--- config.mk ---
export PLATFORM = sky130hd
export DESIGN_NAME = jobring_occ_ctrl
export DESIGN_NICKNAME = d
export VERILOG_FILES = /design/src/rtl/jrq_pkg.sv /design/src/rtl/jrq_counters.sv /design/src/rtl/jrq_coalesce.sv /design/src/rtl/jrq_ctrl.sv /design/src/rtl/jobring_occ_ctrl.sv
export SDC_FILE = /design/constraint.sdc
export NUM_CORES = 1
export LEC_CHECK = 0
export BUFFER_PORTS_ARGS = -buffer_cell sky130_fd_sc_hd__buf_4
export CAP_MARGIN = 20
export CORE_AREA = 2 2 171 173
export CTS_BUF_LIST = sky130_fd_sc_hd__clkbuf_4
export CTS_CLUSTER_DIAMETER = 30
export DETAILED_ROUTE_END_ITERATION = 8
export DIE_AREA = 0 0 173 175
export PLACE_DENSITY_LB_ADDON = 0.3
export SLEW_MARGIN = 20
export SYNTH_ARGS = -nofsm -noshare
export SYNTH_HDL_FRONTEND = slang
export SYNTH_SLANG_ARGS = --single-unit
--- constraint.sdc ---
create_clock -name clk -period 6.9 [get_ports clk]
set_clock_uncertainty 0.2 [all_clocks]
set_input_delay 0.345 -clock clk [delete_from_list [all_inputs] [get_ports clk]]
set_output_delay 0.345 -clock clk [all_outputs]
set_load 0.01 [all_outputs]
--- src/rtl/jrq_pkg.sv ---
package jrq_pkg;

  typedef struct packed {
    logic add;
    logic remove;
    logic consume;
    logic produce;
    logic clear;
  } ringStb_t;

  localparam logic [2:0] ADR_IN_SIZE  = 3'd0;
  localparam logic [2:0] ADR_OUT_SIZE = 3'd1;
  localparam logic [2:0] ADR_ADD      = 3'd2;
  localparam logic [2:0] ADR_REMOVE   = 3'd3;
  localparam logic [2:0] ADR_CONFIG   = 3'd4;
  localparam logic [2:0] ADR_STATUS   = 3'd5;
  localparam logic [2:0] ADR_COMMAND  = 3'd6;
  localparam logic [2:0] ADR_INDEX    = 3'd7;

  localparam logic [3:0] ERR_REMOVE_OVF = 4'd8;
  localparam logic [3:0] ERR_ADD_OVF    = 4'd9;

  localparam logic [1:0] HALT_IDLE = 2'b00;
  localparam logic [1:0] HALT_BUSY = 2'b01;
  localparam logic [1:0] HALT_DONE = 2'b10;

  localparam int ERR_IDX_W = 14;

endpackage

--- src/rtl/jrq_counters.sv ---
module jrq_counters
  import jrq_pkg::*;
#(
  parameter int SIZE_W = 10
) (
  input  logic              clk,
  input  logic              rstN,
  input  ringStb_t          stb,
  input  logic [SIZE_W-1:0] cnt,
  input  logic [SIZE_W-1:0] inSize,
  input  logic [SIZE_W-1:0] outSize,
  output logic [SIZE_W-1:0] inQueued,
  output logic [SIZE_W-1:0] outFull,
  output logic [SIZE_W-1:0] inRdIdx,
  output logic [SIZE_W-1:0] outWrIdx,
  output logic [SIZE_W:0]   inFlight
);
  localparam int FL_W = SIZE_W + 1;

  function automatic logic [SIZE_W-1:0] nextIdx(input logic [SIZE_W-1:0] idx,
                                                 input logic [SIZE_W-1:0] size);
    logic [SIZE_W:0] inc;
    inc = {1'b0, idx} + FL_W'(1);
    return (inc >= {1'b0, size}) ? '0 : inc[SIZE_W-1:0];
  endfunction

  logic [SIZE_W-1:0] addAmt, remAmt;
  assign addAmt = stb.add    ? cnt : '0;
  assign remAmt = stb.remove ? cnt : '0;

  always_ff @(posedge clk or negedge rstN) begin
    if (!rstN) begin
      inQueued <= '0;
      outFull  <= '0;
      inRdIdx  <= '0;
      outWrIdx <= '0;
      inFlight <= '0;
    end else if (stb.clear) begin
      inQueued <= '0;
      outFull  <= '0;
      inRdIdx  <= '0;
      outWrIdx <= '0;
      inFlight <= '0;
    end else begin
      inQueued <= inQueued + addAmt - SIZE_W'(stb.consume);
      outFull  <= outFull + SIZE_W'(stb.produce) - remAmt;
      inFlight <= inFlight + FL_W'(stb.consume) - FL_W'(stb.produce);
      if (stb.consume) inRdIdx  <= nextIdx(inRdIdx, inSize);
      if (stb.produce) outWrIdx <= nextIdx(outWrIdx, outSize);
    end
  end
endmodule

--- src/rtl/jrq_coalesce.sv ---
module jrq_coalesce #(
  parameter int THR_W = 8
) (
  input  logic             clk,
  input  logic             rstN,
  input  logic             clear,
  input  logic             coalEn,
  input  logic             produceOk,
  input  logic [THR_W-1:0] cntThr,
  input  logic [THR_W-1:0] timThr,
  output logic             doneEvt
);
  localparam int EXT_W = THR_W + 1;

  logic [THR_W-1:0] pend, timer, effThr;
  logic [THR_W:0]   pendNext, timerNext;
  logic             cntHit, timHit;

  assign effThr    = (cntThr == '0) ? THR_W'(1) : cntThr;
  assign pendNext  = {1'b0, pend} + EXT_W'(produceOk);
  assign timerNext = {1'b0, timer} + EXT_W'(1);
  assign cntHit    = coalEn && (pendNext >= {1'b0, effThr});
  assign timHit    = coalEn && (pend != '0) && (timThr != '0) &&
                     (timerNext >= {1'b0, timThr});
  assign doneEvt   = coalEn ? (cntHit || timHit) : produceOk;

  always_ff @(posedge clk or negedge rstN) begin
    if (!rstN) begin
      pend  <= '0;
      timer <= '0;
    end else if (clear || !coalEn || doneEvt) begin
      pend  <= '0;
      timer <= '0;
    end else begin
      pend  <= pendNext[THR_W-1:0];
      timer <= (pend != '0) ? timerNext[THR_W-1:0] : '0;
    end
  end
endmodule

--- src/rtl/jrq_ctrl.sv ---
module jrq_ctrl
  import jrq_pkg::*;
#(
  parameter int SIZE_W = 10,
  parameter int THR_W  = 8
) (
  input  logic              clk,
  input  logic              rstN,
  input  logic              regWe,
  input  logic [2:0]        regAddr,
  input  logic [31:0]       regWdata,
  input  logic              consumeStb,
  input  logic              produceStb,
  input  logic [SIZE_W-1:0] inQueued,
  input  logic [SIZE_W-1:0] outFull,
  input  logic [SIZE_W:0]   inFlight,
  input  logic [SIZE_W-1:0] inRdIdx,
  input  logic [SIZE_W-1:0] outWrIdx,
  input  logic              doneEvt,
  output ringStb_t          stb,
  output logic [SIZE_W-1:0] cnt,
  output logic [SIZE_W-1:0] inSize,
  output logic [SIZE_W-1:0] outSize,
  output logic [SIZE_W-1:0] room,
  output logic              cfgMask,
  output logic              cfgCoalEn,
  output logic              cfgSoe,
  output logic [THR_W-1:0]  cntThr,
  output logic [THR_W-1:0]  timThr,
  output logic [1:0]        haltState,
  output logic              errFlag,
  output logic [3:0]        errType,
  output logic              doneFlag,
  output logic              irqOut,
  output logic [31:0]       regRdata
);
  logic [ERR_IDX_W-1:0] errIdx;
  logic halting, stopped;
  logic wrAdd, wrRem, wrStat, wrCfg, wrCmd;
  logic addOvf, remOvf;
  logic unusedHigh;

  assign unusedHigh = ^regWdata[31:24];

  assign cnt     = regWdata[SIZE_W-1:0];
  assign room    = (inQueued >= inSize) ? '0 : inSize - inQueued;
  assign halting = (haltState == HALT_BUSY);
  assign stopped = errFlag && cfgSoe;

  assign wrAdd  = regWe && (regAddr == ADR_ADD);
  assign wrRem  = regWe && (regAddr == ADR_REMOVE);
  assign wrStat = regWe && (regAddr == ADR_STATUS);
  assign wrCfg  = regWe && (regAddr == ADR_CONFIG);
  assign wrCmd  = regWe && (regAddr == ADR_COMMAND);

  assign addOvf = wrAdd && !halting && (cnt > room);
  assign remOvf = wrRem && !halting && (cnt > outFull);

  always_comb begin
    stb.add     = wrAdd && !halting && !addOvf;
    stb.remove  = wrRem && !halting && !remOvf;
    stb.consume = consumeStb && (inQueued != '0) && !halting && !stopped;
    stb.produce = produceStb && (inFlight != '0) && (outFull < outSize);
    stb.clear   = halting && (inFlight == '0);
  end

  // ring sizes and configuration
  always_ff @(posedge clk or negedge rstN) begin
    if (!rstN) begin
      inSize    <= '0;
      outSize   <= '0;
      cfgMask   <= 1'b0;
      cfgCoalEn <= 1'b0;
      cfgSoe    <= 1'b0;
      cntThr    <= '0;
      timThr    <= '0;
    end else begin
      if (regWe && regAddr == ADR_IN_SIZE)  inSize  <= regWdata[SIZE_W-1:0];
      if (regWe && regAddr == ADR_OUT_SIZE) outSize <= regWdata[SIZE_W-1:0];
      if (wrCfg) begin
        cfgMask   <= regWdata[0];
        cfgCoalEn <= regWdata[1];
        cfgSoe    <= regWdata[2];
        cntThr    <= regWdata[8 +: THR_W];
        timThr    <= regWdata[16 +: THR_W];
      end
    end
  end

  // interrupt status
  always_ff @(posedge clk or negedge rstN) begin
    if (!rstN) begin
      doneFlag  <= 1'b0;
      errFlag   <= 1'b0;
      errType   <= '0;
      errIdx    <= '0;
      haltState <= HALT_IDLE;
    end else begin
      if (doneEvt)                    doneFlag <= 1'b1;
      else if (wrStat && regWdata[0]) doneFlag <= 1'b0;

      if (addOvf) begin
        errFlag <= 1'b1;
        errType <= ERR_ADD_OVF;
        errIdx  <= ERR_IDX_W'(inRdIdx);
      end else if (remOvf) begin
        errFlag <= 1'b1;
        errType <= ERR_REMOVE_OVF;
        errIdx  <= ERR_IDX_W'(outWrIdx);
      end else if (wrStat && regWdata[1]) begin
        errFlag <= 1'b0;
        errType <= '0;
        errIdx  <= '0;
      end

      if (wrCmd && regWdata[0] && !halting)                        haltState <= HALT_BUSY;
      else if (stb.clear)                                          haltState <= HALT_DONE;
      else if (wrStat && regWdata[3] && haltState == HALT_DONE)    haltState <= HALT_IDLE;
    end
  end

  assign irqOut = (doneFlag || errFlag) && !cfgMask;

  always_comb begin
    case (regAddr)
      ADR_IN_SIZE:  regRdata = 32'(inSize);
      ADR_OUT_SIZE: regRdata = 32'(outSize);
      ADR_ADD:      regRdata = 32'(room);
      ADR_REMOVE:   regRdata = 32'(outFull);
      ADR_CONFIG:   regRdata = (32'(timThr) << 16) | (32'(cntThr) << 8) |
                               32'({cfgSoe, cfgCoalEn, cfgMask});
      ADR_STATUS:   regRdata = {2'b00, errIdx, 4'h0, errType, 4'h0,
                                haltState, errFlag, doneFlag};
      ADR_INDEX:    regRdata = (32'(outWrIdx) << 16) | 32'(inRdIdx);
      default:      regRdata = 32'h0;
    endcase
  end
endmodule

--- src/rtl/jobring_occ_ctrl.sv ---
module jobring_occ_ctrl
  import jrq_pkg::*;
#(
  parameter int SIZE_W = 10,
  parameter int THR_W  = 8
) (
  input  logic        clk,
  input  logic        rstN,
  input  logic        regWe,
  input  logic [2:0]  regAddr,
  input  logic [31:0] regWdata,
  output logic [31:0] regRdata,
  input  logic        consumeStb,
  input  logic        produceStb,
  output logic        irqOut
);
  ringStb_t          stb;
  logic [SIZE_W-1:0] cnt, inSize, outSize, room;
  logic [SIZE_W-1:0] inQueued, outFull, inRdIdx, outWrIdx;
  logic [SIZE_W:0]   inFlight;
  logic              cfgMask, cfgCoalEn, cfgSoe;
  logic [THR_W-1:0]  cntThr, timThr;
  logic [1:0]        haltState;
  logic              errFlag, doneFlag, doneEvt;
  logic [3:0]        errType;

  jrq_ctrl #(.SIZE_W(SIZE_W), .THR_W(THR_W)) u_ctrl (
    .clk, .rstN, .regWe, .regAddr, .regWdata, .consumeStb, .produceStb,
    .inQueued, .outFull, .inFlight, .inRdIdx, .outWrIdx, .doneEvt,
    .stb, .cnt, .inSize, .outSize, .room, .cfgMask, .cfgCoalEn, .cfgSoe,
    .cntThr, .timThr, .haltState, .errFlag, .errType, .doneFlag,
    .irqOut, .regRdata
  );

  jrq_counters #(.SIZE_W(SIZE_W)) u_counters (
    .clk, .rstN, .stb, .cnt, .inSize, .outSize,
    .inQueued, .outFull, .inRdIdx, .outWrIdx, .inFlight
  );

  jrq_coalesce #(.THR_W(THR_W)) u_coalesce (
    .clk, .rstN, .clear(stb.clear), .coalEn(cfgCoalEn),
    .produceOk(stb.produce), .cntThr, .timThr, .doneEvt
  );
endmodule

==> Flow_metrics.wiki <==
{| class="wikitable"
! Metric !! Value
|-
| # resized after CTS || 0
|-
| Worst hold path type || input pin to register
|-
| Overall track demand over capacity in global routing || between 10% and 20%
|-
| Total setup violations reported at the end of the flow || 0
|-
| Endpoint of the most critical register-to-register path || u_counters.inQueued[9]
|-
| Residual overflow from global routing || 0
|-
| Total leakage power || 5.36 nW
|-
| Number of vias after detailed routing || 8512
|-
| Arrival time at the worst endpoint || 6.62 ns
|-
| Count of different cell masters after synthesis || 69
|-
| Part of the total power dissipated in sequential elements || approximately 27%
|-
| Top-Level Pins || 73
|-
| Net Sw Frac || a little under half
|-
| Pin count of the biggest net entering global routing || between 60 and 70
|-
| Core ar. || about 28000 um2
|-
| Final routed DRC violation total || 0
|-
| Power share of the clock group || 11.1%
|-
| Number of detailed-route iterations in the first pass || 5
|-
| Placement row count || 62
|-
| Total count of max-transition violations in the final report || 0
|-
| Synthesized area per cell || 8.70 um2
|-
| Number of clock buffers inserted by TritonCTS || 17
|-
| Setup repair after global routing missed its margin || no
|-
| Worst Hold Launch || regAddr[2]
|-
| Leading area contributor after synthesis || sky130_fd_sc_hd__dfrtp_1
|-
| Placer Congestion || roughly 0.94
|-
| Residual antenna-violating net count after detailed routing || 0
|-
| Filler-free cell count of the finished design || around 1.6k
|-
| Die area || 30300 um2
|-
| Area growth from synthesis to final layout || 12.8%
|-
| Worst Path Required || ~7.2 ns
|-
| Met3 layer wire length in the routed design || 1.39 mm
|-
| Endpoint of the worst hold path || u_ctrl.haltState[0]
|-
| Highest metal layer used by the detailed router || met4
|-
| Critical path endpoint category || register
|-
| Vias in the first global route || approximately 8.3k
|-
| Pwr dens || 393 nW/um2
|-
| Final number of hold-violating endpoints || 0
|-
| Headroom to the max-slew limit || approximately 38%
|-
| Placement-stage worst setup slack || about 0.64 ns
|-
| Net Switching || 2.05 mW
|-
| Setup slack of the critical path after layout || between 0.5 and 0.6 ns
|-
| Cells on worst reg2reg path || 24
|-
| Avg WL per Cell || 18.0 um
|-
| Sequential area share after synthesis || a little under a third
|-
| 1st-iter DRT viols || slightly above 600
|-
| Sum of routed wire length over all layers || about 29 mm
|-
| Proportion of power drawn by combinational gates || 61.7%
|-
| Maximum vdd drop || roughly 0.24 mV
|-
| Number of input and output port buffers inserted || 58
|-
| Dominant cell by count in the synthesized netlist || sky130_fd_sc_hd__ha_1
|-
| Die Y || between 150 and 200 um
|-
| Number of buffers inserted to repair setup after CTS || 0
|-
| Slack of the worst reg-to-reg path || about 0.56 ns
|-
| Share of the clock period used by the worst path after layout || around nine tenths
|-
| First-pass GRT wire length || approximately 45 mm
|-
| TritonCTS clock tree || done
|-
| Initial antenna violation count || 1
|-
| Type of element launching the critical path || register
|-
| P_int || 2.31 mW
|-
| CTS clock-pin slew for the worst setup and hold paths || 0.12 ns
|-
| Area contributors post-synth || sky130_fd_sc_hd__dfrtp_1 (31%), sky130_fd_sc_hd__ha_1 (17%), sky130_fd_sc_hd__inv_1 (4.3%), sky130_fd_sc_hd__nand2_1 (4.3%), sky130_fd_sc_hd__o21ai_0 (3.5%)
|-
| Via density per instance || 5.34
|-
| Level count of the clock H-tree || 4
|-
| Worst-path maximum fanout || 9
|-
| Post-Route M1 WL || 13.1 mm
|-
| Width of the die || around 170 um
|-
| Gate Count Post-Synth || around 1.1k
|-
| Inst Count DP || around 1.5k
|-
| Type of the setup path with the least slack || register to register
|-
| Total length of routed met2 wires || roughly 14 mm
|-
| Share of final-layout standard cells stronger than drive strength 1 || between 10% and 20%
|-
| FFs w/ async S/R, synth || 100%
|-
| Max Freq || between 150 and 200 MHz
|-
| Initial core utilization || roughly a third
|-
| Ys Warns || 0
|-
| MaxCap Viol Count || 0
|-
| Min Tclk post-route || 6.34 ns
|-
| Most used flip-flop cell after synthesis || sky130_fd_sc_hd__dfrtp_1
|-
| Post-DP HPWL || about 21 mm
|-
| Number of flip-flops and latches in the synthesized netlist || 121
|-
| Top-area cell type share of the netlist area || 30.8%
|-
| Buffers from clock root to sink, at most || 2
|-
| Number of synthesized flops with an enable pin || 0
|-
| CTS Sinks || between 100 and 150
|-
| Clock latency on the worst-skew pair || roughly 0.55 ns
|-
| Hold_buf cts || 26
|-
| Tightest Pin Transition || between 0.9 and 1 ns
|-
| Combined area of all synthesized cells || approximately 10000 um2
|-
| Startpoint of the most critical register-to-register path || u_ctrl.inSize[0]
|-
| Outcome || complete, no violations
|-
| Cell chosen for the clock root || sky130_fd_sc_hd__clkbuf_4
|-
| Top cells by instance count after synthesis || sky130_fd_sc_hd__ha_1 (131), sky130_fd_sc_hd__dfrtp_1 (121), sky130_fd_sc_hd__inv_1 (114)
|-
| Cell count of the worst hold path || 3
|-
| Total negative slack for setup checks || 0 ns
|-
| Final net count || between 1k and 1.5k
|}
==> flip-flops by register name, summed over array words and instances, names as in the netlist <==
name	flops
u_counters.inFlight	11
u_counters.inQueued	10
u_counters.inRdIdx	10
u_counters.outFull	10
u_counters.outWrIdx	10
u_ctrl.errIdx	10
u_ctrl.inSize	10
u_ctrl.outSize	10
u_coalesce.pend	8
u_coalesce.timer	8
u_ctrl.cntThr	8
u_ctrl.timThr	8
u_ctrl.haltState	2
u_ctrl.cfgCoalEn	1
u_ctrl.cfgMask	1
u_ctrl.cfgSoe	1
u_ctrl.doneFlag	1
u_ctrl.errFlag	1
u_ctrl.errType	1
==> logic make-up (layout without fill, tap and decap cells) <==
| logic type | count (synthesis) | in the layout | synth area share, % |
|---|---|---|---|
| AND/OR/NAND/NOR | 359 | 359 | 18.3 |
| AO/OA/AOI/OAI | 264 | 264 | 17.8 |
| buffers and inverters | 161 | 235 | 6.65 |
| adder cells (fa/ha/maj) | 135 | 135 | 17.5 |
| flip-flops | 121 | 121 | 30.8 |
| XOR/XNOR | 51 | 51 | 4.54 |
| multiplexers | 39 | 39 | 4.43 |
| other | 1 | 7 | 0.0381 |
==> worst max path at each step <==
stage / start / to / slack (ns) / cells after the start
after floorplan: u_ctrl.inSize[0] / u_counters.inQueued[9] / 1.49 / 24
after global placement: u_ctrl.inSize[0] / u_counters.inQueued[9] / 0.77 / 24
after detailed placement: u_ctrl.inSize[0] / u_counters.inQueued[9] / 0.64 / 24
after CTS: u_ctrl.inSize[0] / u_counters.inQueued[9] / 0.58 / 24
after global routing: u_ctrl.inSize[0] / u_counters.inQueued[9] / 0.04 / 24
final: u_ctrl.inSize[0] / u_counters.inQueued[9] / 0.56 / 24
==> through the flow <==
stage               hold WS [ns]  cell area [um2]  power [mW]  utilization (%)
finish                     0.142            11100        4.37             39.1
global route               0.146            11100        4.83             39.1
CTS                        0.121            11100        4.38             39.1
detailed placement         0.269            10600        3.87             37.3
global placement           0.268            10600        3.81             37.3
floorplan                 -0.151             9860        3.20                -
==> cells in the final DEF, fill, tap and decap left out, drive strengths merged, types with 26 or more instances in the layout <==
cell         count
dlygate4sd3     26
inv            116
nand3           32
ha             131
nand2          112
o21ai           80
a21oi           51
dfrtp          121
nor2            61
xnor2           29
buf             64
==> critical path, stage by stage (launching register included) <==
cell	delay, ns
sky130_fd_sc_hd__dfrtp_1	0.40
sky130_fd_sc_hd__inv_1	0.08
sky130_fd_sc_hd__ha_1	0.23
sky130_fd_sc_hd__fa_1	0.41
sky130_fd_sc_hd__nor2b_1	0.14
sky130_fd_sc_hd__o21a_1	0.17
sky130_fd_sc_hd__o21ba_2	0.15
sky130_fd_sc_hd__o311ai_1	0.12
sky130_fd_sc_hd__a21oi_1	0.56
sky130_fd_sc_hd__nand2_1	0.12
sky130_fd_sc_hd__ha_1	0.35
sky130_fd_sc_hd__nand4_1	0.16
sky130_fd_sc_hd__or3_1	0.40
sky130_fd_sc_hd__a21boi_0	0.17
sky130_fd_sc_hd__nor2_1	0.46
sky130_fd_sc_hd__nand2_1	0.11
sky130_fd_sc_hd__ha_1	0.29
sky130_fd_sc_hd__inv_1	0.04
sky130_fd_sc_hd__ha_1	0.35
sky130_fd_sc_hd__a2111oi_0	0.44
sky130_fd_sc_hd__o211ai_1	0.23
sky130_fd_sc_hd__a31o_2	0.29
sky130_fd_sc_hd__a21oi_1	0.17
sky130_fd_sc_hd__nand2_1	0.07
sky130_fd_sc_hd__mux2i_1	0.17
==> per-layer routing <==
metal,vias up,GRT usage [%]
li1,4153,-
met1,4109,25.9
met2,209,31.7
met3,41,2.46
met4,0,5.76
met5,-,0
==> area by class of cell <==
| class | count | area [um2] |
|---|---|---|
| sequential | 121 | 3030 |
| antenna | 1 | 2.50 |
| multi-input combinational | 854 | 6180 |
| fill | 2896 | 17300 |
| timing repair buffer | 90 | 741 |
| clock inverter | 12 | 103 |
| clock buffer | 19 | 143 |
| tap | 384 | 480 |
| inverter | 114 | 428 |
==> power by group through the flow <==
stage	combinational, mW	sequential [mW]	clock [mW]
2_1_floorplan	2.12	1.07	0
3_3_place_gp	2.62	1.19	0
3_5_place_dp	2.67	1.20	0
4_1_cts	2.70	1.18	0.498
5_1_grt	3.10	1.21	0.525
6_report	2.70	1.19	0.485
Power figures use the tool's default switching activity.
